File: config.mk
export PLATFORM = sky130hd
export DESIGN_NAME = clkcfg_seq
export DESIGN_NICKNAME = d
export VERILOG_FILES = /design/src/rtl/clkcfg_pkg.sv /design/src/rtl/clkcfg_wait_timer.sv /design/src/rtl/clkcfg_word_bank.sv /design/src/rtl/clkcfg_port_engine.sv /design/src/rtl/clkcfg_seq.sv
export SDC_FILE = /design/constraint.sdc
export NUM_CORES = 1
export LEC_CHECK = 0
export BUFFER_PORTS_ARGS = -buffer_cell sky130_fd_sc_hd__buf_2
export CAP_MARGIN = 30
export CORE_MARGIN = 2
export CORE_UTILIZATION = 55
export DETAILED_ROUTE_END_ITERATION = 7
export PLACE_DENSITY = 0.8
export SYNTH_ARGS = -nofsm -noshare
export SYNTH_HDL_FRONTEND = slang
export SYNTH_SLANG_ARGS = --single-unit
File: constraint.sdc
create_clock -name clk -period 2.7 [get_ports clk]
set_clock_uncertainty 0.2 [all_clocks]
set_input_delay 0.27 -clock clk [delete_from_list [all_inputs] [get_ports clk]]
set_output_delay 0.27 -clock clk [all_outputs]
set_load 0.05 [all_outputs]
File: src/rtl/clkcfg_pkg.sv
package clkcfg_pkg;

   localparam int CFG_COUNT = 11;
   localparam int SLOT_W    = $clog2(CFG_COUNT);

   typedef enum logic [2:0] {
      SQ_IDLE,
      SQ_WR_GO,
      SQ_WR_WAIT,
      SQ_LOCK_WAIT,
      SQ_RD_GO,
      SQ_RD_WAIT
   } seq_state_t;

   typedef enum logic [1:0] {
      PE_IDLE,
      PE_STROBE,
      PE_WAIT
   } port_state_t;

   // target register for each configuration slot; the order is the write order
   function automatic logic [6:0] slot_addr(input logic [SLOT_W-1:0] slot);
      logic [6:0] a;
      case (slot)
         4'd0:    a = 7'h08;
         4'd1:    a = 7'h09;
         4'd2:    a = 7'h14;
         4'd3:    a = 7'h15;
         4'd4:    a = 7'h16;
         4'd5:    a = 7'h18;
         4'd6:    a = 7'h19;
         4'd7:    a = 7'h1A;
         4'd8:    a = 7'h28;
         4'd9:    a = 7'h4E;
         default: a = 7'h4F;
      endcase
      return a;
   endfunction

endpackage

File: src/rtl/clkcfg_wait_timer.sv
module clkcfg_wait_timer #(
   parameter int TMO_W = 16
) (
   input  logic             clk,
   input  logic             rst_n,
   input  logic             run,
   input  logic [TMO_W-1:0] limit,
   output logic             expired
);

   if (TMO_W < 2) begin : g_bad_tmo
      $error("clkcfg_wait_timer: TMO_W must be at least 2");
   end

   logic [TMO_W-1:0] cnt_q;

   // counts cycles spent in the current wait, saturating
   always_ff @(posedge clk or negedge rst_n) begin
      if (!rst_n) begin
         cnt_q <= '0;
      end else if (!run) begin
         cnt_q <= '0;
      end else if (cnt_q != {TMO_W{1'b1}}) begin
         cnt_q <= cnt_q + 1'b1;
      end
   end

   assign expired = run && (cnt_q >= limit);

endmodule

File: src/rtl/clkcfg_word_bank.sv
module clkcfg_word_bank
   import clkcfg_pkg::*;
#(
   parameter int DATA_W = 16,
   parameter int COUNT  = CFG_COUNT,
   localparam int IDX_W = $clog2(COUNT)
) (
   input  logic                    clk,
   input  logic                    rst_n,
   input  logic                    load,
   input  logic [COUNT*DATA_W-1:0] words_in,
   input  logic [IDX_W-1:0]        idx,
   output logic [DATA_W-1:0]       word_out
);

   if (COUNT < 2) begin : g_bad_count
      $error("clkcfg_word_bank: COUNT must be at least 2");
   end

   logic [COUNT-1:0][DATA_W-1:0] words_split;
   logic [COUNT-1:0][DATA_W-1:0] slot_q;

   for (genvar g = 0; g < COUNT; g++) begin : g_split
      assign words_split[g] = words_in[g*DATA_W +: DATA_W];
   end

   // snapshot taken only when a run is accepted
   always_ff @(posedge clk or negedge rst_n) begin
      if (!rst_n) begin
         slot_q <= '0;
      end else if (load) begin
         slot_q <= words_split;
      end
   end

   always_comb begin
      word_out = '0;
      for (int i = 0; i < COUNT; i++) begin
         if (idx == IDX_W'(i)) word_out = slot_q[i];
      end
   end

endmodule

File: src/rtl/clkcfg_port_engine.sv
module clkcfg_port_engine
   import clkcfg_pkg::*;
#(
   parameter int ADDR_W = 7,
   parameter int DATA_W = 16,
   parameter int TMO_W  = 16
) (
   input  logic              clk,
   input  logic              rst_n,
   input  logic              go,
   input  logic              go_we,
   input  logic [ADDR_W-1:0] go_addr,
   input  logic [DATA_W-1:0] go_data,
   input  logic [TMO_W-1:0]  tmo_limit,
   output logic [ADDR_W-1:0] drp_addr,
   output logic [DATA_W-1:0] drp_di,
   output logic              drp_en,
   output logic              drp_we,
   input  logic [DATA_W-1:0] drp_do,
   input  logic              drp_rdy,
   output logic              ack,
   output logic              tmo,
   output logic [DATA_W-1:0] rdata,
   output logic              engine_idle
);

   port_state_t pst_q;
   logic        wait_run;
   logic        wait_exp;

   assign wait_run = (pst_q == PE_WAIT);

   clkcfg_wait_timer #(.TMO_W(TMO_W)) u_rdy_timer (
      .clk     (clk),
      .rst_n   (rst_n),
      .run     (wait_run),
      .limit   (tmo_limit),
      .expired (wait_exp)
   );

   always_ff @(posedge clk or negedge rst_n) begin
      if (!rst_n) begin
         pst_q    <= PE_IDLE;
         drp_addr <= '0;
         drp_di   <= '0;
         drp_en   <= 1'b0;
         drp_we   <= 1'b0;
         rdata    <= '0;
      end else begin
         case (pst_q)
            PE_IDLE: begin
               if (go) begin
                  drp_addr <= go_addr;
                  drp_di   <= go_data;
                  drp_en   <= 1'b1;
                  drp_we   <= go_we;
                  pst_q    <= PE_STROBE;
               end
            end
            PE_STROBE: begin
               drp_en <= 1'b0;
               drp_we <= 1'b0;
               pst_q  <= PE_WAIT;
            end
            PE_WAIT: begin
               if (drp_rdy) begin
                  rdata <= drp_do;
                  pst_q <= PE_IDLE;
               end else if (wait_exp) begin
                  pst_q <= PE_IDLE;
               end
            end
            default: pst_q <= PE_IDLE;
         endcase
      end
   end

   assign ack         = wait_run && drp_rdy;
   assign tmo         = wait_run && !drp_rdy && wait_exp;
   assign engine_idle = (pst_q == PE_IDLE);

   // strobe lasts one cycle
   a_r3_single_strobe: assert property (@(posedge clk) disable iff (!rst_n)
      drp_en |=> !drp_en);
   // write strobe only together with enable
   a_r3_we_with_en: assert property (@(posedge clk) disable iff (!rst_n)
      drp_we |-> drp_en);
   // a request from the sequencer never arrives while an access is open
   a_r4_no_go_while_open: assert property (@(posedge clk) disable iff (!rst_n)
      (!engine_idle) |-> !go);

endmodule

File: src/rtl/clkcfg_seq.sv
module clkcfg_seq
   import clkcfg_pkg::*;
#(
   parameter int ADDR_W  = 7,
   parameter int DATA_W  = 16,
   parameter int TMO_W   = 16,
   localparam int NWORDS = CFG_COUNT,
   localparam int IDX_W  = SLOT_W,
   localparam logic [IDX_W-1:0] LAST_IDX = IDX_W'(NWORDS - 1)
) (
   input  logic                     clk,
   input  logic                     rst_n,
   input  logic                     start,
   input  logic                     rd_req,
   input  logic [ADDR_W-1:0]        rd_addr,
   input  logic [NWORDS*DATA_W-1:0] cfg_words,
   input  logic [TMO_W-1:0]         tmo_limit,
   output logic [ADDR_W-1:0]        drp_addr,
   output logic [DATA_W-1:0]        drp_di,
   input  logic [DATA_W-1:0]        drp_do,
   output logic                     drp_en,
   output logic                     drp_we,
   input  logic                     drp_rdy,
   output logic                     prim_rst,
   input  logic                     prim_locked,
   output logic                     busy,
   output logic                     done,
   output logic                     err,
   output logic                     locked,
   output logic [DATA_W-1:0]        rd_data,
   output logic                     rd_valid
);

   if (ADDR_W < 7) begin : g_bad_addr
      $error("clkcfg_seq: ADDR_W must hold address 0x4F");
   end
   if (DATA_W < 1) begin : g_bad_data
      $error("clkcfg_seq: DATA_W must be positive");
   end

   seq_state_t        st_q;
   logic [IDX_W-1:0]  idx_q;
   logic [ADDR_W-1:0] rd_addr_q;
   logic [DATA_W-1:0] slot_word;
   logic              bank_load;
   logic              go;
   logic              go_we;
   logic [ADDR_W-1:0] go_addr;
   logic [DATA_W-1:0] go_data;
   logic              ack;
   logic              tmo;
   logic              engine_idle;
   logic              lock_run;
   logic              lock_exp;

   assign bank_load = (st_q == SQ_IDLE) && start;

   clkcfg_word_bank #(.DATA_W(DATA_W), .COUNT(NWORDS)) u_bank (
      .clk      (clk),
      .rst_n    (rst_n),
      .load     (bank_load),
      .words_in (cfg_words),
      .idx      (idx_q),
      .word_out (slot_word)
   );

   assign go      = (st_q == SQ_WR_GO) || (st_q == SQ_RD_GO);
   assign go_we   = (st_q == SQ_WR_GO);
   assign go_addr = (st_q == SQ_WR_GO) ? ADDR_W'(slot_addr(idx_q)) : rd_addr_q;
   assign go_data = (st_q == SQ_WR_GO) ? slot_word : '0;

   clkcfg_port_engine #(.ADDR_W(ADDR_W), .DATA_W(DATA_W), .TMO_W(TMO_W)) u_engine (
      .clk         (clk),
      .rst_n       (rst_n),
      .go          (go),
      .go_we       (go_we),
      .go_addr     (go_addr),
      .go_data     (go_data),
      .tmo_limit   (tmo_limit),
      .drp_addr    (drp_addr),
      .drp_di      (drp_di),
      .drp_en      (drp_en),
      .drp_we      (drp_we),
      .drp_do      (drp_do),
      .drp_rdy     (drp_rdy),
      .ack         (ack),
      .tmo         (tmo),
      .rdata       (rd_data),
      .engine_idle (engine_idle)
   );

   assign lock_run = (st_q == SQ_LOCK_WAIT);

   clkcfg_wait_timer #(.TMO_W(TMO_W)) u_lock_timer (
      .clk     (clk),
      .rst_n   (rst_n),
      .run     (lock_run),
      .limit   (tmo_limit),
      .expired (lock_exp)
   );

   always_ff @(posedge clk or negedge rst_n) begin
      if (!rst_n) begin
         st_q      <= SQ_IDLE;
         idx_q     <= '0;
         rd_addr_q <= '0;
         prim_rst  <= 1'b0;
         busy      <= 1'b0;
         done      <= 1'b0;
         err       <= 1'b0;
         locked    <= 1'b0;
         rd_valid  <= 1'b0;
      end else begin
         done     <= 1'b0;
         rd_valid <= 1'b0;
         if (locked && !prim_locked) locked <= 1'b0;
         case (st_q)
            SQ_IDLE: begin
               if (start) begin
                  busy     <= 1'b1;
                  err      <= 1'b0;
                  locked   <= 1'b0;
                  prim_rst <= 1'b1;
                  idx_q    <= '0;
                  st_q     <= SQ_WR_GO;
               end else if (rd_req) begin
                  rd_addr_q <= rd_addr;
                  st_q      <= SQ_RD_GO;
               end
            end
            SQ_WR_GO: st_q <= SQ_WR_WAIT;
            SQ_WR_WAIT: begin
               if (ack) begin
                  if (idx_q == LAST_IDX) begin
                     prim_rst <= 1'b0;
                     st_q     <= SQ_LOCK_WAIT;
                  end else begin
                     idx_q <= idx_q + 1'b1;
                     st_q  <= SQ_WR_GO;
                  end
               end else if (tmo) begin
                  prim_rst <= 1'b0;
                  err      <= 1'b1;
                  busy     <= 1'b0;
                  st_q     <= SQ_IDLE;
               end
            end
            SQ_LOCK_WAIT: begin
               if (prim_locked) begin
                  done   <= 1'b1;
                  busy   <= 1'b0;
                  locked <= 1'b1;
                  st_q   <= SQ_IDLE;
               end else if (lock_exp) begin
                  err  <= 1'b1;
                  busy <= 1'b0;
                  st_q <= SQ_IDLE;
               end
            end
            SQ_RD_GO: st_q <= SQ_RD_WAIT;
            SQ_RD_WAIT: begin
               if (ack) begin
                  rd_valid <= 1'b1;
                  st_q     <= SQ_IDLE;
               end else if (tmo) begin
                  err  <= 1'b1;
                  st_q <= SQ_IDLE;
               end
            end
            default: st_q <= SQ_IDLE;
         endcase
      end
   end

   // every write strobe happens with the primitive in reset
   a_r1_write_in_reset: assert property (@(posedge clk) disable iff (!rst_n)
      (drp_en && drp_we) |-> prim_rst);
   // completion only after lock was sampled
   a_r6_done_after_lock: assert property (@(posedge clk) disable iff (!rst_n)
      done |-> $past(prim_locked));
   // completion is a single-cycle pulse, not busy
   a_r6_done_pulse: assert property (@(posedge clk) disable iff (!rst_n)
      done |-> (!busy ##1 !done));
   // an abort leaves the primitive out of reset
   a_r8_abort_releases: assert property (@(posedge clk) disable iff (!rst_n)
      $rose(err) |-> !prim_rst);
   // locked status never claims lock the primitive does not report
   a_r10_locked_follows: assert property (@(posedge clk) disable iff (!rst_n)
      (locked && !done) |-> $past(prim_locked));

endmodule

==> results.cfg <==
[logic_synthesis]
syn_avg_cell_area_sq_um = 8.75
synthCells = 1487
synth-adder-area-share = 0.0375
async_reset_ff_frac = 1.00
synth_top_family_by_area = simple AND/OR/NAND/NOR gates
ys.flop_type = dfrtp_1
synth_compound_area_frac = 0.130
yosys-mux-area-fraction = 0.0222
syn_nets = 1747
ys_warn_count = 0
yosys.area_share.simple = 0.233
netlist_area_sq_mm = 0.0130
synth_cell_types = 59
synth-seq-cells = 271
synth_edf_count = 0
synthXorXnorAreaFrac = 0.0168
seq_area_frac_synth = 0.521

[timing]
holdWs_ns = 0.0417
setup_viol = 0
slew_headroom = 0.392
worstMarginPinSlew_ns = 0.910
maxSlewViolCount = 0
rsz0062_at_grt = yes
timing.setup.tns_ns = 0
period_share = 0.954
period_needed_ns = 2.58
hold_viol_final = 0
max_freq_ghz = 0.388

[placed_design]
hpwl_microns = 28600
portBuffers = 267
place_congestion = 0.935
place_inst = 2030

[clocking]
clk-insertion-delay-late_ns = 0.57
h-tree-depth = 1
clockBufferDepth = 3
cts-root-buf = clkbuf_16
clkTransAtPathRegs_ns = 0.07
cts_buffers = 28
clock_sinks = 271
cts_tree = yes

[floorplan]
core_sq_mm = 0.0233
initial_utilization = 0.557
ios = 268
dieArea_sq_mm = 0.0249
die_w_microns = 158
die_height_microns = 158
fp-row-count = 56

[global_routing]
grt_pass1_wl_microns = 71200
grt_pass1_vias = 13300
grt-ovfl-total = 0
globalRouteTotalUtil = 0.369
grt_max_degree = 105
antenna_found_initial = 1

[worst_setup_path]
rrSetupSlack_ns = 0.12
path_max_fanout = 27
crit_path_end_kind = register
critPathArrivalTime_ns = 2.82
worstSetupPathType = reg2reg
crit_start = idx_q[1]
required_ns = 2.94
r2r-start = idx_q[1]
critPathLaunchType = register

[route]
avgViaCountPerCell = 5.81
vias = 13300
wl_per_cell_microns = 20.2
drc_errors = 0
dr.pass1.iters = 6
ant_nets = 0
routed_wl_microns = 46300
drt_iter0_markers = 1594

[worst_hold_path]
hold_path_class = in2async

[finish]
stdcell_count = 2289
final_net_count = 2207
fill_cells = 1471
final_common_cell = nand2_1
fin_util = 0.764
final_cell_mix = nand2_1, dfrtp_1, buf_2, dlygate4sd3_1, nor2_1
layout-drive-gt1-share = 0.200
syn_to_final_growth_pct = 37.1

[pwr]
p_per_area_mw_per_mm2 = 1020
cellLeakagePower_uw = 0.00901
peakVddDrop_v = 0.000604
fin_total_pwr_uw = 18300

[status]
status = finished clean

[run]
cap_viol_max_count = 0
-- critical path: stages (launching register included) --
cell and delay [ns]:
dfrtp_1 0.38, inv_1 0.13, ha_1 0.21, buf_4 0.33, clkinvlp_4 0.20, o21ai_0 0.23, nand2_1 0.09, a222oi_1 0.38
o21ai_1 0.10, a22o_1 0.20
-- layer usage --
layer | vias up | global-route usage | part of all wire
met2 | 854 | 0.614 | 0.48
met1 | 6350 | 0.474 | 0.38
met3 | 187 | 0.0580 | 0.080
met5 | - | 0 | 0
met4 | 0 | 0.174 | 0.052
li1 | 5900 | - | -
-- logic make-up after synthesis --
| family | count (synthesis) |
|---|---|
| AOI/OAI and AO/OA | 257 |
| xor gates and xnor gates | 25 |
| adders and majority gates | 39 |
| buffers and inverters | 115 |
| DFF | 271 |
| muxes | 26 |
| and+or+nand+nor | 754 |
-- layout make-up --
cell class                      count  area, sq um  share of cell area
Multi-Input combinational cell   1101         5740               0.322
Timing Repair Buffer              512         3780               0.212
Sequential cell                   271         6780               0.380
Clock inverter                     14          189              0.0106
Inverter                           33          128             0.00716
Antenna cell                        2         5.00            0.000281
Tap cell                          319          399              0.0224
Clock buffer                       37          816              0.0457
-- sequential cells by signal, summed over array words and instances (netlist names) --
| name | count |
|---|---|
| busy | 1 |
| done | 1 |
| err | 1 |
| idx_q | 4 |
| locked | 1 |
| prim_rst | 1 |
| rd_addr_q | 7 |
| rd_valid | 1 |
| st_q | 3 |
| u_bank.slot_q | 176 |
| u_engine.drp_addr | 7 |
| u_engine.drp_di | 16 |
| u_engine.drp_en | 1 |
| u_engine.drp_we | 1 |
| u_engine.pst_q | 2 |
| u_engine.rdata | 16 |
| u_engine.u_rdy_timer.cnt_q | 16 |
| u_lock_timer.cnt_q | 16 |
-- report_power, final --
part	total (uW)	internal, uW	switching (uW)
sequential	7060	5720	1340
clock	4260	2520	1750
combinational	6940	2370	4560
total	18300	10600	7650
-- synth_stat cells (4+ instances only) --
cell / count / area [sq um]
nor2_1: 72 / 270
a21oi_1: 32 / 160
a21o_1: 7 / 52.6
mux2_2: 23 / 259
ha_1: 39 / 488
dfrtp_1: 271 / 6780
nor3_1: 16 / 80.1
o21a_1: 12 / 90.1
o21ai_0: 69 / 345
o22ai_1: 24 / 150
xor2_1: 15 / 131
xnor2_1: 10 / 87.6
nand2_1: 597 / 2240
a31oi_1: 37 / 231
nand2b_1: 7 / 43.8
a221oi_1: 18 / 158
o21ai_1: 6 / 30.0
nor2b_1: 10 / 62.6
clkbuf_1: 28 / 105
and3_1: 5 / 31.3
buf_1: 7 / 26.3
a22oi_1: 7 / 52.6
nand3_1: 13 / 65.1
nand4_1: 11 / 68.8
a22o_1: 13 / 114
inv_1: 33 / 124
and2_1: 5 / 31.3
a211oi_1: 8 / 60.1
buf_2: 44 / 220
nor4_1: 4 / 25.0
-- stage by stage --
stage               worst slack (ns)  area [sq um]
floorplan                      0.461         13000
global placement               0.231         14700
detailed placement             0.111         14700
CTS                           0.0951         17800
global route                 -0.0132         17800
finish                         0.123         17800
-- worst paths after layout --
| check | to | cells past startpoint |
|---|---|---|
| min in group clk | err | 7 |
| setup / recovery | u_engine.drp_di[2] | 9 |
| hold / removal | u_lock_timer.cnt_q[13] | 2 |
| max in group asynchronous | u_bank.slot_q[26] | 3 |
| hold reg to reg | u_bank.slot_q[43] | 2 |
| setup reg to reg | u_engine.drp_di[2] | 9 |
-- repair_timing --
| item | 4_1_cts | 5_1_grt |
|---|---|---|
| setup buffers | 0 | 1 |
| resized for setup | 0 | 2 |
| endpoints found under the hold margin | 478 | 0 |
| setup endpoints to repair | 0 | 12 |
| hold buffers | 204 | 0 |
(Power assumes the default switching activity.)
